--- config.mk ---
export PLATFORM = sky130hd
export DESIGN_NAME = cop_ctl
export DESIGN_NICKNAME = d
export VERILOG_FILES = /design/src/rtl/cop_ctl_pkg.sv /design/src/rtl/cop_ctl_decode.sv /design/src/rtl/cop_ctl_regs.sv /design/src/rtl/cop_ctl_window.sv /design/src/rtl/cop_ctl.sv
export SDC_FILE = /design/constraint.sdc
export NUM_CORES = 1
export LEC_CHECK = 0
export ABC_AREA = 1
export BUFFER_PORTS_ARGS = -buffer_cell sky130_fd_sc_hd__buf_2
export CAP_MARGIN = 0
export CELL_PAD_IN_SITES_DETAIL_PLACEMENT = 1
export CELL_PAD_IN_SITES_GLOBAL_PLACEMENT = 2
export CORE_UTILIZATION = 23
export CTS_CLUSTER_SIZE = 40
export DETAILED_ROUTE_END_ITERATION = 8
export HOLD_SLACK_MARGIN = 0.02
export PLACE_DENSITY = 0.85
export SLEW_MARGIN = 20
export SYNTH_ARGS = -nofsm -noshare
export SYNTH_HDL_FRONTEND = slang
export SYNTH_SLANG_ARGS = --single-unit
export TNS_END_PERCENT = 10
--- constraint.sdc ---
create_clock -name clk -period 4 [get_ports clk]
set_clock_uncertainty 0.2 [all_clocks]
set_input_delay 0.4 -clock clk [delete_from_list [all_inputs] [get_ports clk]]
set_output_delay 0.4 -clock clk [all_outputs]
set_load 0.005 [all_outputs]
--- src/rtl/cop_ctl_pkg.sv ---
// Package: shared selection type for the coprocessor control block.
// Assumes one register target is selected per access.
package cop_ctl_pkg;

    typedef enum logic [2:0] {
        SEL_WIN     = 3'd0,
        SEL_VERSION = 3'd1,
        SEL_BUSREQ  = 3'd2,
        SEL_RESET   = 3'd3,
        SEL_NONE    = 3'd4
    } sel_e;

endpackage

--- src/rtl/cop_ctl_decode.sv ---
// Module: address decoder. Bit 16 picks window versus register space.
// Inside register space only the low offset bits are compared.
// Assumes the offsets are distinct and lie at or above the version span.
module cop_ctl_decode
    import cop_ctl_pkg::*;
#(
    parameter int                  OFS_W      = 13,
    parameter logic [OFS_W-1:0]    BUSREQ_OFS = 13'h1100,
    parameter logic [OFS_W-1:0]    RESET_OFS  = 13'h1200
) (
    input  logic             reg_space,
    input  logic [OFS_W-1:0] ofs,
    output sel_e             sel
);
    // decode the target of the current access
    always_comb begin
        if (!reg_space) begin
            sel = SEL_WIN;
        end else if (ofs == BUSREQ_OFS) begin
            sel = SEL_BUSREQ;
        end else if (ofs == RESET_OFS) begin
            sel = SEL_RESET;
        end else if (ofs[OFS_W-1:1] == '0) begin
            sel = SEL_VERSION;
        end else begin
            sel = SEL_NONE;
        end
    end
endmodule

--- src/rtl/cop_ctl_regs.sv ---
// Module: holds the two control lines for the secondary processor.
// On reset, the bus request is released and reset is asserted.
module cop_ctl_regs (
    input  logic clk,
    input  logic rst_n,
    input  logic ld_busreq,
    input  logic ld_reset,
    input  logic bit_in,
    output logic busreq,
    output logic reset_n
);
    // load the control flops from the selected write bit
    always_ff @(posedge clk) begin
        if (!rst_n) begin
            busreq  <= 1'b0;
            reset_n <= 1'b0;
        end else begin
            if (ld_busreq) busreq  <= bit_in;
            if (ld_reset)  reset_n <= bit_in;
        end
    end
endmodule

--- src/rtl/cop_ctl_window.sv ---
// Module: gates main-processor accesses into the secondary window.
// It captures the access and the grant at the strobe edge and holds
// a wait for one cycle, in which the granted strobe is issued.
// Assumes no new start arrives while the wait is high.
module cop_ctl_window #(
    parameter int AW = 16,
    parameter int DW = 8
) (
    input  logic          clk,
    input  logic          rst_n,
    input  logic          start_rd,
    input  logic          start_wr,
    input  logic [AW-1:0] start_addr,
    input  logic [DW-1:0] start_data,
    input  logic          busack,
    input  logic [DW-1:0] win_rdata,
    output logic          cpu_wait,
    output logic          win_rd,
    output logic          win_wr,
    output logic [AW-1:0] win_addr,
    output logic [DW-1:0] win_wdata,
    output logic          rd_done,
    output logic [DW-1:0] rd_data
);
    logic          pend_q;
    logic          pend_wr_q;
    logic          grant_q;
    logic [AW-1:0] addr_q;
    logic [DW-1:0] data_q;

    // capture an access and its grant, then keep it open for one wait cycle
    always_ff @(posedge clk) begin
        if (!rst_n) begin
            pend_q    <= 1'b0;
            pend_wr_q <= 1'b0;
            grant_q   <= 1'b0;
            addr_q    <= '0;
            data_q    <= '0;
        end else if (start_rd || start_wr) begin
            pend_q    <= 1'b1;
            pend_wr_q <= start_wr;
            grant_q   <= busack;
            addr_q    <= start_addr;
            data_q    <= start_data;
        end else begin
            pend_q    <= 1'b0;
        end
    end

    assign cpu_wait  = pend_q;
    assign win_rd    = pend_q && !pend_wr_q && grant_q;
    assign win_wr    = pend_q &&  pend_wr_q && grant_q;
    assign win_addr  = addr_q;
    assign win_wdata = data_q;
    assign rd_done   = pend_q && !pend_wr_q;
    assign rd_data   = grant_q ? win_rdata : {DW{1'b1}};
endmodule

--- src/rtl/cop_ctl.sv ---
// Module: register block for the coprocessor's bus request and reset.
// Byte-wide control and read-back on the main bus, a version byte,
// and a gated window into the coprocessor's memory.
// Assumes single-cycle strobes and no new strobe while cpu_wait is high.
module cop_ctl
    import cop_ctl_pkg::*;
#(
    parameter int                 ADDR_W     = 17,
    parameter int                 OFS_W      = 13,
    parameter int                 DATA_W     = 16,
    parameter logic [OFS_W-1:0]   BUSREQ_OFS = 13'h1100,
    parameter logic [OFS_W-1:0]   RESET_OFS  = 13'h1200,
    parameter bit                 VER_EXPORT = 1'b1,
    parameter bit                 VER_PAL    = 1'b0,
    parameter bit                 VER_NO_EXP = 1'b1
) (
    input  logic                    clk,
    input  logic                    rst_n,
    input  logic [ADDR_W-1:0]       cpu_addr,
    input  logic [DATA_W-1:0]       cpu_wdata,
    input  logic                    cpu_word,
    input  logic                    cpu_rd,
    input  logic                    cpu_wr,
    input  logic                    cop_busack,
    input  logic [DATA_W/2-1:0]     open_bus,
    input  logic [DATA_W/2-1:0]     win_rdata,
    output logic                    cop_busreq,
    output logic                    cop_reset_n,
    output logic [DATA_W/2-1:0]     cpu_rdata,
    output logic                    cpu_wait,
    output logic                    win_rd,
    output logic                    win_wr,
    output logic [ADDR_W-2:0]       win_addr,
    output logic [DATA_W/2-1:0]     win_wdata
);
    localparam int BW  = DATA_W / 2;
    localparam int WAW = ADDR_W - 1;
    localparam logic [BW-1:0] VERSION_BYTE =
        {VER_EXPORT, VER_PAL, VER_NO_EXP, {(BW-3){1'b0}}};

    sel_e          sel;
    logic          acc_rd;
    logic          acc_wr;
    logic [BW-1:0] wr_byte;
    logic [BW-1:0] reg_val;
    logic          rd_done;
    logic [BW-1:0] rd_data;
    logic          unused_ok;

    assign acc_rd    = cpu_rd && !cpu_wait;
    assign acc_wr    = cpu_wr && !cpu_wait;
    assign wr_byte   = cpu_word ? cpu_wdata[DATA_W-1:BW] : cpu_wdata[BW-1:0];
    assign unused_ok = open_bus[0];

    cop_ctl_decode #(
        .OFS_W      (OFS_W),
        .BUSREQ_OFS (BUSREQ_OFS),
        .RESET_OFS  (RESET_OFS)
    ) u_decode (
        .reg_space (cpu_addr[ADDR_W-1]),
        .ofs       (cpu_addr[OFS_W-1:0]),
        .sel       (sel)
    );

    cop_ctl_regs u_regs (
        .clk       (clk),
        .rst_n     (rst_n),
        .ld_busreq (acc_wr && sel == SEL_BUSREQ),
        .ld_reset  (acc_wr && sel == SEL_RESET),
        .bit_in    (wr_byte[0]),
        .busreq    (cop_busreq),
        .reset_n   (cop_reset_n)
    );

    cop_ctl_window #(
        .AW (WAW),
        .DW (BW)
    ) u_window (
        .clk        (clk),
        .rst_n      (rst_n),
        .start_rd   (acc_rd && sel == SEL_WIN),
        .start_wr   (acc_wr && sel == SEL_WIN),
        .start_addr (cpu_addr[WAW-1:0]),
        .start_data (wr_byte),
        .busack     (cop_busack),
        .win_rdata  (win_rdata),
        .cpu_wait   (cpu_wait),
        .win_rd     (win_rd),
        .win_wr     (win_wr),
        .win_addr   (win_addr),
        .win_wdata  (win_wdata),
        .rd_done    (rd_done),
        .rd_data    (rd_data)
    );

    // form the register read value for the selected offset
    always_comb begin
        case (sel)
            SEL_BUSREQ:  reg_val = {open_bus[BW-1:1], ~cop_busack};
            SEL_RESET:   reg_val = {{(BW-1){1'b0}}, cop_reset_n};
            SEL_VERSION: reg_val = VERSION_BYTE;
            default:     reg_val = {BW{1'b1}};
        endcase
    end

    // register the read data from either the register space or the window
    always_ff @(posedge clk) begin
        if (!rst_n) begin
            cpu_rdata <= {BW{1'b1}};
        end else if (acc_rd && sel != SEL_WIN) begin
            cpu_rdata <= reg_val;
        end else if (rd_done) begin
            cpu_rdata <= rd_data;
        end
    end
endmodule

; ---- Yosys cells after proc, flatten, opt, wreduce, memory -nomap -nowiden
; Cells that the tools add are included.
[totals]
ff_bits = 37
wordCells = 42
[classes]
eq_ne = 5
mux = 10
bitwise_logic = 1
n_reduce_logical = 18
[op_table]
columns = op, n
row1 = two-way mux 8 bit, 4
row2 = "equality test 13 bit, second input constant", 2
row3 = case mux 8 bit (3 select lines), 1
row4 = zero test 12 bit, 1
row5 = two-way mux 3 bit, 4
row6 = logical AND 1 bit, 11
row7 = "equality test 3 x 2 -> 1 bit, second input constant", 2
row8 = "equality test 3 x 1 -> 1 bit, second input constant", 1
row9 = zero test 3 bit, 1
row10 = nonzero test 3 bit, 1
row11 = zero test 1 bit, 2
row12 = nonzero test 2 bit, 1
row13 = logical OR 1 bit, 1
row14 = two-way mux 1 bit, 1
row15 = NOT 1 bit, 1

; ---- Depth between registers and ports, before layout
[depth]
depth_word = 9
depth_mapped = 10
depth_no_buf = 10

; ---- Hierarchy
; Synthesis repeated with hierarchy kept, for this count alone.
[unflattened]
cells_unflattened = 317
hier_area_um2 = 2042.0
[modules_own_cells]
columns = module, instances, cells_per_inst, area_per_inst_um2
row1 = cop_ctl_window, 1, 179, 1182.4
row2 = cop_ctl, 1, 99, 649.4
row3 = cop_ctl_decode, 1, 28, 131.4
row4 = cop_ctl_regs, 1, 11, 78.8

; ---- Worst setup path after synthesis
; OpenSTA, ideal clock, no wires.
[synth_timing]
path_kind = input-to-reg
start = in cpu_addr[10]
end = reg cpu_rdata[0]
arrival_ns = 1.147
path_slack_ns = 2.541
stages = 10
n_path_buf = 0
path_cell_list = nor2_1 -> nand2_1 -> nor2_2 -> nand3_2 -> clkinv_2 -> nand2_1 -> nand2_1 -> nand3_1 -> nand2_1 -> nand2_1
[synth_between]
elab_chain_cells = 8
elab_cells_between_ends = 15
[synth_lines]
columns = item, line_no
row1 = from (decl), cop_ctl.sv:19  ; input logic [ADDR_W-1:0] cpu_addr,
row2 = zero test 12 bit, cop_ctl_decode.sv:23  ; end else if (ofs[OFS_W-1:1] == '0) begin
row3 = two-way mux 3 bit, cop_ctl_decode.sv:23
row4 = two-way mux 3 bit, cop_ctl_decode.sv:21  ; end else if (ofs == RESET_OFS) begin
row5 = two-way mux 3 bit *, cop_ctl_decode.sv:19  ; end else if (ofs == BUSREQ_OFS) begin
row6 = two-way mux 3 bit *, cop_ctl_decode.sv:17  ; if (!reg_space) begin
row7 = "equality test 3 x 1 -> 1 bit, or another cell as far along", cop_ctl.sv:98  ; case (sel)
row8 = case mux 8 bit (3 select lines) / logical AND 1 bit (equally long branches), "cop_ctl.sv:98, cop_ctl.sv:110"
row9 = two-way mux 8 bit / nonzero test 2 bit (equally long branches), -
row10 = to (signal assigned), cop_ctl.sv:109  ; cpu_rdata <= {BW{1'b1}};
row11 = to (signal assigned), cop_ctl.sv:111  ; cpu_rdata <= reg_val;
row12 = to (signal assigned), cop_ctl.sv:113  ; cpu_rdata <= rd_data;
row13 = to (decl), cop_ctl.sv:29  ; output logic [DATA_W/2-1:0] cpu_rdata,
; Every way passes the cells marked *; elsewhere a longest branch is shown, timed or not.
; A chain may end at the register's enable or synchronous reset.

; ---- Final worst setup path
[layout_timing]
start = reg u_window.pend_q, in the netlist u_window.cpu_wait
end = out win_rd
[layout_between]
elab_chain_cells = 2
[layout_lines]
columns = item, line_no
row1 = from (decl), cop_ctl_window.sv:25  ; logic pend_q;
row2 = from (signal assigned), cop_ctl_window.sv:34  ; pend_q <= 1'b0;
row3 = from (signal assigned), cop_ctl_window.sv:40  ; pend_q <= 1'b1;
row4 = from (signal assigned), cop_ctl_window.sv:46  ; pend_q <= 1'b0;
row5 = logical AND 1 bit (2 in series), cop_ctl_window.sv:51  ; assign win_rd = pend_q && !pend_wr_q && grant_q;
row6 = to (decl), cop_ctl.sv:31  ; output logic win_rd,
; Every way passes these cells.

==> summary.txt <==
STA
  • Final setup vio count: 0
  • Fin. Hold Viols: 0
  • Final slew viol count: 0
  • Part of the cycle the worst path needs: 0.450
  • Tmin final: 1.80 ns
  • Fmax: 0.556 GHz
  • Slew margin rel.: 0.618
  • Total negative slack: 0 ns
  • RSZ-0062 raised after global routing: false
  • Tightest Pin Transition: 0.569 ns

Synthesis
  • Seq/Total Area, Yosys: 0.442
  • Synth Instances: 239
  • Post-synthesis adder-cell area fraction: 0
  • Asr flop ratio synth: 0
  • Compound-Gate Fraction of Synth Area: 0.210
  • Synth area leader: dfxtp_1
  • #FFs+latches synth: 37
  • Most used DFF post-synth: dfxtp_1
  • Largest cells by area after synthesis: dfxtp_1 44%, nand2_1 12%, a21oi_1 12%
  • Largest family of logic cells by synthesized area: simple AND/OR/NAND/NOR gates
  • Synthesized cell area: 0.00167 sq mm
  • Yosys top cell area share: 0.442
  • Synth warn: 0
  • Post-synthesis mux area share: 0.00673
  • Post-synth EDFFs: 0
  • Xor/xnor share of the synthesized area: 0
  • Mapped Nets: 294
  • Simple-gate area share of the yosys netlist: 0.246
  • Netlist cell types: 24
  • Mapped Avg Cell Area: 7.00 sq um

Cells and area
  • Antenna Cells: 0
  • Commonest cells after routing, fill and taps aside: 90 x buf_2, 53 x nand2_1, 39 x a21oi_1, 37 x dfxtp_1, 32 x nor2_1
  • Synth-to-layout area growth: 35.4%
  • Fin util: 0.328
  • Layout cell share with drive strength beyond 1: 0.326
  • Multi-input combinational cell area: 774 sq um
  • Post-layout net count: 382
  • Most common cell after layout, fill and taps aside: buf_2
  • Reg area: 741 sq um
  • Fillcell total: 927

Setup path
  • Worst setup path startpoint: u_window.cpu_wait$_SDFF_PN0_
  • Worst Path Max Fanout: 10
  • Crit. End Element: primary output
  • WP data required: 3.40 ns
  • WP data arrival: 1.20 ns
  • Startpoint types: flop
  • Max stage delay on crit path: 0.42 ns
  • Worst path slowest cell: dfxtp_1
  • Critical path, cell by cell: nand2_1, nor2_1, buf_2
  • RR Startpoint: u_window.cpu_wait$_SDFF_PN0_
  • Worst Path Class, Setup: flop to primary output

Detailed routing
  • Wire per inst: 11.9 um
  • First drt pass iteration count: 4
  • ANT nets after route: 0
  • Vias post-DR: 1826
  • Via density: 4.31
  • Post-Route WL: 5060 um
  • Drc violations: 0
  • Starting DRT DRC Count: 42

Power and ir drop
  • Internal power: 582 uW
  • Power Dens Cells: 360 mW/mm^2
  • Net Switching: 233 uW
  • Logic pwr share: 0.182
  • Overall power: 815 uW
  • Sw Ratio: 0.286
  • Flop pwr share: 0.503
  • Peak supply drop: 125 uV
  • Clock power frac: 0.315
  • Pleak: 1.10 nW

Place
  • Final RePlAce weighted congestion: 0.769
  • DP HPWL: 3800 um
  • # port buffers: 90

Min path
  • Hold wc startpoint: open_bus[3]
  • Hold crit path type: input port to flop

Status
  • Outcome: finished clean

Floorplanning
  • Ports: 92
  • Area of the core: 0.00691 sq mm
  • Die W: 87.3 um
  • Starting Density: 0.242
  • Row Count: 30
  • Die Y: 87.3 um
  • Die area: 0.00762 sq mm

Clock network
  • Post-CTS Repair Setup Buffers: 0
  • Root Driver: clkbuf_8
  • CTS tree: yes
  • Worst skew pair latency: 0.29 ns
  • Cts-stage hold buffer count: 0
  • Clock edge transition at the registers on the reported setup and hold paths: 0.08 ns
  • Num CTS Buffers: 5
  • Clk buf depth: 2
  • Resize count post-CTS: 0
  • TritonCTS Sinks: 37
  • Max H-tree Level: 2

Global route
  • Largest net degree at the start of global routing: 36
  • Total Routing Usage GR: 0.140
  • Global-route wire length before repair: 8220 um
  • Gr ovfl total: 0
  • Vias in the first global route: 1809
  • Initial antenna violation count: 0

Run
  • Max cap viols: 0
==> flip-flops by register name, summed over array words and instances (netlist names) <==
signal / cells
u_regs.reset_n: 1
u_window.grant_q: 1
u_window.win_addr: 16
cpu_rdata: 8
u_window.pend_wr_q: 1
u_window.win_wdata: 8
u_regs.busreq: 1
u_window.cpu_wait: 1
==> layout make-up <==
type	count	area share
Multi-Input combinational cell	168	0.342
Sequential cell	37	0.327
Timing Repair Buffer	90	0.199
Tap cell	96	0.0530
Inverter	25	0.0431
Clock buffer	6	0.0320
Clock inverter	2	0.00442
==> critical path: cells and delay by family (launching register included) <==
family | cells | cell delay (ns)
buffers and inverters | 1 | 0.12
flip-flops | 1 | 0.42
AND/OR/NAND/NOR | 2 | 0.37
==> stage by stage <==
stage	hold WS [ns]	worst slack (ns)	instance area [sq um]	cells
after floorplan	0.241	2.54	1670	239
after global placement	0.245	2.04	2180	416
after detailed placement	0.253	1.99	2180	416
after CTS	0.128	2.15	2270	424
after global routing	0.142	2.05	2270	424
final	0.134	2.20	2270	424
==> layer usage <==
metal	track usage	share of wire
met1	0.162	0.45
met4	0.0492	0.014
met2	0.246	0.47
met3	0.0398	0.061
met5	0	0
==> cells by family (layout without fill, tap and decap cells) <==
family / after synthesis / after routing
compound gates: 68 / 68
mux: 1 / 1
simple gates: 99 / 99
buf+inv: 34 / 123
flops: 37 / 37
==> path summary, 6_finish.rpt <==
| check | endpoint | slack [ns] | cells after the start |
|---|---|---|---|
| max | win_rd | 2.20 | 3 |
| min | cpu_rdata[3]$_SDFFE_PN1P_ | 0.13 | 3 |
| max reg2reg | u_window.grant_q$_SDFFE_PN0P_ | 2.33 | 6 |
| min reg2reg | u_window.win_addr[10]$_SDFFE_PN0P_ | 0.26 | 2 |
==> synthesized netlist by cell type (2+ instances only) <==
library cell	n
dfxtp_1	37
nor2_2	2
nand2_1	53
o21ai_0	25
nor2_1	32
a21oi_1	39
clkbuf_1	4
a211oi_1	3
nand3_1	7
inv_1	21
buf_6	3
==> power groups by stage <==
stage	logic, mW	clock network, mW	registers [mW]
floorplan	0.0805	0	0.422
global placement	0.149	0	0.419
detailed placement	0.153	0	0.419
CTS	0.154	0.271	0.411
global route	0.171	0.283	0.414
finish	0.148	0.256	0.410
(Power assumes the default switching activity.)
